$ cat config.mk
export PLATFORM = sky130hd
export DESIGN_NAME = shift_unit
export DESIGN_NICKNAME = d
export VERILOG_FILES = /design/src/rtl/shift_pkg.sv /design/src/rtl/shift_ctrl.sv /design/src/rtl/shift_datapath.sv /design/src/rtl/shift_unit.sv
export SDC_FILE = /design/constraint.sdc
export NUM_CORES = 1
export LEC_CHECK = 0
export ABC_AREA = 1
export BUFFER_PORTS_ARGS = -buffer_cell sky130_fd_sc_hd__buf_4
export CORE_ASPECT_RATIO = 1.1
export CORE_MARGIN = 8
export CORE_UTILIZATION = 42
export CTS_CLUSTER_SIZE = 8
export DETAILED_ROUTE_END_ITERATION = 10
export GPL_TIMING_DRIVEN = 0
export PLACE_DENSITY = 0.89
export SYNTH_ARGS = -nofsm -noshare
export SYNTH_HDL_FRONTEND = slang
export SYNTH_SLANG_ARGS = --single-unit
export TNS_END_PERCENT = 5
$ cat constraint.sdc
create_clock -name clk -period 0.9 [get_ports clk]
set_input_delay 0 -clock clk [delete_from_list [all_inputs] [get_ports clk]]
set_output_delay 0 -clock clk [all_outputs]
set_load 0.05 [all_outputs]
$ cat src/rtl/shift_pkg.sv
package shift_pkg;

  localparam logic [3:0] FN_PASS = 4'd0;
  localparam logic [3:0] FN_SRL  = 4'd1;
  localparam logic [3:0] FN_SLL  = 4'd2;
  localparam logic [3:0] FN_SRA  = 4'd3;
  localparam logic [3:0] FN_SLA  = 4'd4;
  localparam logic [3:0] FN_ROR  = 4'd5;
  localparam logic [3:0] FN_ROL  = 4'd6;
  localparam logic [3:0] FN_RRC  = 4'd7;
  localparam logic [3:0] FN_RLC  = 4'd8;

  // Which value enters a vacated end
  typedef enum logic [1:0] {
    FILL_ZERO  = 2'd0,
    FILL_SIGN  = 2'd1,
    FILL_WRAP  = 2'd2,
    FILL_CARRY = 2'd3
  } fillSel_e;

  // Strobes from the decoder to the datapath
  typedef struct packed {
    logic     active;   // a shift or rotate code is selected
    logic     dirLeft;  // 1: move toward MSB, 0: toward LSB
    fillSel_e msbFill;  // fill choice for the MSB on right moves
    fillSel_e lsbFill;  // fill choice for the LSB on left moves
  } shiftCtrl_t;

endpackage

$ cat src/rtl/shift_ctrl.sv
module shift_ctrl
  import shift_pkg::*;
(
  input  logic       clk,
  input  logic       rstN,
  input  logic [3:0] fnSel,
  output shiftCtrl_t ctrl
);

  always_comb begin
    ctrl = '{active: 1'b0, dirLeft: 1'b0, msbFill: FILL_ZERO, lsbFill: FILL_ZERO};
    case (fnSel)
      FN_SRL: begin ctrl.active = 1'b1; ctrl.msbFill = FILL_ZERO; end
      FN_SLL: begin ctrl.active = 1'b1; ctrl.dirLeft = 1'b1; ctrl.lsbFill = FILL_ZERO; end
      FN_SRA: begin ctrl.active = 1'b1; ctrl.msbFill = FILL_SIGN; end
      FN_SLA: begin ctrl.active = 1'b1; ctrl.dirLeft = 1'b1; ctrl.lsbFill = FILL_ZERO; end
      FN_ROR: begin ctrl.active = 1'b1; ctrl.msbFill = FILL_WRAP; end
      FN_ROL: begin ctrl.active = 1'b1; ctrl.dirLeft = 1'b1; ctrl.lsbFill = FILL_WRAP; end
      FN_RRC: begin ctrl.active = 1'b1; ctrl.msbFill = FILL_CARRY; end
      FN_RLC: begin ctrl.active = 1'b1; ctrl.dirLeft = 1'b1; ctrl.lsbFill = FILL_CARRY; end
      default: ;
    endcase
  end

  // Pass-through codes never raise the active strobe
  assert_pass_idle_R1: assert property (@(posedge clk) disable iff (!rstN)
    (fnSel == FN_PASS || fnSel > FN_RLC) |-> !ctrl.active);

  // A left move never asks for a sign fill on the LSB
  assert_left_fill_R5: assert property (@(posedge clk) disable iff (!rstN)
    (ctrl.active && ctrl.dirLeft) |-> ctrl.lsbFill != FILL_SIGN);

endmodule

$ cat src/rtl/shift_datapath.sv
module shift_datapath
  import shift_pkg::*;
#(
  parameter int WIDTH = 16
) (
  input  logic             clk,
  input  logic             rstN,
  input  shiftCtrl_t       ctrl,
  input  logic [WIDTH-1:0] operand,
  output logic [WIDTH-1:0] result,
  output logic             carryQ
);

  localparam int MSB = WIDTH - 1;

  logic msbIn;
  logic lsbIn;
  logic outBit;

  // Fill mux for the MSB end (used on right moves)
  always_comb begin
    case (ctrl.msbFill)
      FILL_ZERO:  msbIn = 1'b0;
      FILL_SIGN:  msbIn = operand[MSB];
      FILL_WRAP:  msbIn = operand[0];
      FILL_CARRY: msbIn = carryQ;
      default:    msbIn = 1'b0;
    endcase
  end

  // Fill mux for the LSB end (used on left moves); the sign slot is tied low
  always_comb begin
    case (ctrl.lsbFill)
      FILL_ZERO:  lsbIn = 1'b0;
      FILL_SIGN:  lsbIn = 1'b0;
      FILL_WRAP:  lsbIn = operand[MSB];
      FILL_CARRY: lsbIn = carryQ;
      default:    lsbIn = 1'b0;
    endcase
  end

  // Shifter core
  always_comb begin
    if (!ctrl.active)     result = operand;
    else if (ctrl.dirLeft) result = {operand[MSB-1:0], lsbIn};
    else                   result = {msbIn, operand[MSB:1]};
  end

  // Carry source select: the end bit that leaves the word
  assign outBit = ctrl.dirLeft ? operand[MSB] : operand[0];

  always_ff @(posedge clk or negedge rstN) begin
    if (!rstN)            carryQ <= 1'b0;
    else if (ctrl.active) carryQ <= outBit;
  end

  assert_carry_hold_R11: assert property (@(posedge clk) disable iff (!rstN)
    !ctrl.active |=> $stable(carryQ));

  assert_carry_left_R10: assert property (@(posedge clk) disable iff (!rstN)
    (ctrl.active && ctrl.dirLeft) |=> carryQ == $past(operand[MSB]));

  assert_carry_right_R10: assert property (@(posedge clk) disable iff (!rstN)
    (ctrl.active && !ctrl.dirLeft) |=> carryQ == $past(operand[0]));

  assert_right_body_R2: assert property (@(posedge clk) disable iff (!rstN)
    (ctrl.active && !ctrl.dirLeft) |-> result[MSB-1:0] == operand[MSB:1]);

endmodule

$ cat src/rtl/shift_unit.sv
module shift_unit
  import shift_pkg::*;
#(
  parameter int WIDTH = 16
) (
  input  logic             clk,
  input  logic             rstN,
  input  logic [3:0]       fnSel,
  input  logic [WIDTH-1:0] operand,
  output logic [WIDTH-1:0] result,
  output logic             carryQ
);

  shiftCtrl_t ctrl;

  shift_ctrl u_ctrl (
    .clk   (clk),
    .rstN  (rstN),
    .fnSel (fnSel),
    .ctrl  (ctrl)
  );

  shift_datapath #(.WIDTH(WIDTH)) u_dp (
    .clk     (clk),
    .rstN    (rstN),
    .ctrl    (ctrl),
    .operand (operand),
    .result  (result),
    .carryQ  (carryQ)
  );

  assert_rrc_fill_R8: assert property (@(posedge clk) disable iff (!rstN)
    (fnSel == FN_RRC) |-> result[WIDTH-1] == carryQ);

  assert_rlc_fill_R9: assert property (@(posedge clk) disable iff (!rstN)
    (fnSel == FN_RLC) |-> result[0] == carryQ);

endmodule

==> reports/metrics.csv <==
stage,metric,value,unit
sta,Sum Neg Setup Slack,-3.16,ns
layout,"Core Util, Final",96.5,%
layout,number of flip-flops in the largest register,1,
power_and_ir_drop,switching share of power,59.4,%
outcome,status,"complete, but fails checks",
logic_synthesis,sequential share of the synthesized area,3.92,%
placement,GP Congestion,0.814,
floorplanning,DIE WIDTH,53.2,um
grt,total congestion overflow,0,
layout,synth-to-layout area growth,112,%
logic_synthesis,mux contribution to synthesized area,0,%
power_and_ir_drop,Max IR drop VDD,675,uV
outcome,failing checks,negative setup slack,
sta,f_max,0.829,GHz
floorplanning,die area,3020,um2
layout,"most common cell after layout, fill and taps aside",nand2_1,
grt,first-pass GRT wire length,4350,um
logic_synthesis,area share of fa/ha/maj cells after synthesis,0,%
routing,DRC errors left,0,
sta,Period minus WS final,1.21,ns
critical_path,WS Path Type,input port to primary output,
layout,most frequent cells in the layout,"nand2_1, buf_4, nand3_1",
routing,DRT iter0 DRCs,115,
power_and_ir_drop,P_int,0.533,mW
routing,DR WL/cell,22.2,um
min_path,Hold Crit Class,input port to asynchronous set/reset pin,
routing,drt pass-1 iters,6,
logic_synthesis,Simple-Gate Fraction of Synth Area,75.7,%
placement,# port buffers,38,
sta,Final Skew,0,ns
logic_synthesis,XOR/XNOR share of the synthesized area,0,%
power_and_ir_drop,combinational share of power,95.2,%
placement,DPL Wire Length,1770,um
clocking,clock-pin slew on the worst setup and hold paths,0,ns
power_and_ir_drop,Clock Power Share,0,%
critical_path,crit-path max FO,8,
routing,Post-Route WL,4500,um
power_and_ir_drop,Psw,0.780,mW
routing,vias per cell,6.35,
flow_run,Max-Cap Viols,0,
floorplanning,Core Box Area,1400,um2
logic_synthesis,"Cell Area, Synth",638,um2
grt,largest net degree at the start of global routing,11,
routing,via count,1290,
layout,fin cells,203,
routing,DRT antenna net count,0,
sta,final worst slack,-0.306,ns
sta,Slew headroom,82.2,%
clocking,clk_lat worst skew,0,ns
logic_synthesis,Syn Inst Count,134,
layout,register bank with the most flops,u_dp.carryQ,
grt,initial antenna violation count,0,
power_and_ir_drop,Power Dens Cells,971,nW/um2
sta,"Slew Viols, Final",0,
layout,Layout fillers,28,
logic_synthesis,Compound-Gate Fraction of Synth Area,1.57,%
logic_synthesis,post-synthesis register bit count,1,
power_and_ir_drop,Leakage Power,0.748,nW
power_and_ir_drop,Seq pwr share,4.8,%
sta,final setup fails,17,
logic_synthesis,synth top area cells,"nand2_1, nand3_1, inv_1",
power_and_ir_drop,Pwr Total,1.31,mW
logic_synthesis,largest family of logic cells by synthesized area,simple AND/OR/NAND/NOR gates,
sta,fin crit share,134,%
logic_synthesis,synthesized area per cell,4.76,um2
critical_path,Crit path required time,0.90,ns
layout,ant diodes,0,
grt,GRT Util Overall,16.9,%
sta,final hold vios,0,
placement,Place WS,-0.225,ns
grt,vias in the first global route,1060,
layout,share of cells above drive strength 1,50.3,%
floorplanning,I/O pin count,39,
floorplanning,initial core utilization,45.5,%
floorplanning,FP Rows,14,
layout,nets,211,
critical_path,Setup crit end kind,primary output,
placement,placed cell count,188,
critical_path,crit path launch type,input port,
logic_synthesis,syn_nets,156,
floorplanning,Die Y,56.9,um
logic_synthesis,Yosys top cell by area,nand2_1,
sta,worst-margin pin slew,0.264,ns
logic_synthesis,Synth top area share,34.7,%
logic_synthesis,Netlist cell types,15,
layout,top flop regs,u_dp.carryQ (1),
critical_path,Critical Path AT,1.21,ns
sta,unrepaired setup endpoints after global routing,yes,
logic_synthesis,Synth Warn #,0,
## final timing paths
kind / startpoint / end / slack (ns) / cells after the start
max: fnSel[0] / result[5] / -0.31 / 9
min: rstN / u_dp.carryQ / 0.35 / 2
max reg2reg: u_dp.carryQ / u_dp.carryQ / 0.21 / 2
min reg2reg: u_dp.carryQ / u_dp.carryQ / 0.57 / 2
max in group asynchronous: rstN / u_dp.carryQ / 0.45 / 2
min in group clk: operand[6] / result[6] / 0.37 / 4
## synth_stat cells
cell,number
inv_4,1
nor2_1,5
nand2_2,2
nand2_4,3
buf_6,2
nand3_2,1
nand3_1,35
buf_4,2
dfrtp_1,1
nor2_4,1
inv_2,1
inv_1,18
o21ai_0,2
nand2_1,59
buf_2,1
## per-layer routing
layer	wire, um	GRT usage, %
met3	462	2.11
met4	387	4.69
met1	1500	16.9
met2	2150	33.4
met5	0	0
## worst max-delay path, cell delays in order
cell and delay (ns):
buf_8 0.11, nor2_4 0.13, nand3_1 0.17, nand2_4 0.18, inv_6 0.07, buf_6 0.13
nand3_1 0.12, nand2_1 0.12, buf_6 0.17
## cell families after synthesis
logic type             count (synthesis)
AND/OR/NAND/NOR                      106
flip-flops                             1
buffers and inverters                 25
AO/OA/AOI/OAI                          2
## through the flow
stage / hold WS [ns] / cell area [um2]
floorplan: -0.296 / 652
global placement: -0.224 / 957
detailed placement: -0.224 / 957
CTS: 0.315 / 1210
global route: 0.359 / 1350
finish: 0.346 / 1350
## power groups by stage
stage,combinational [mW],sequential (mW),clock [mW]
2_1_floorplan,0.569,0.0820,0
3_3_place_gp,0.860,0.0610,0
3_5_place_dp,0.872,0.0608,0
4_1_cts,1.06,0.0610,0
5_1_grt,1.28,0.0628,0
6_report,1.25,0.0637,0
## final cells by class
type / count / area (um2) / area share (%)
Timing Repair Buffer: 53 / 537 / 39.7
Tap cell: 16 / 20.0 / 1.48
Buffer: 5 / 56.3 / 4.16
Sequential cell: 1 / 26.3 / 1.94
Inverter: 20 / 85.1 / 6.29
Multi-Input combinational cell: 108 / 628 / 46.4
## timing repair
action | CTS | global route
hold buffers | 1 | 0
buffers inserted | 7 | 5
hold endpoints to repair | 1 | 0
gates cloned | 2 | 0
endpoints found under the setup margin | 17 | 17
resized for setup | 48 | 26
pin swaps | 18 | 17
Power figures use the tool's default switching activity.
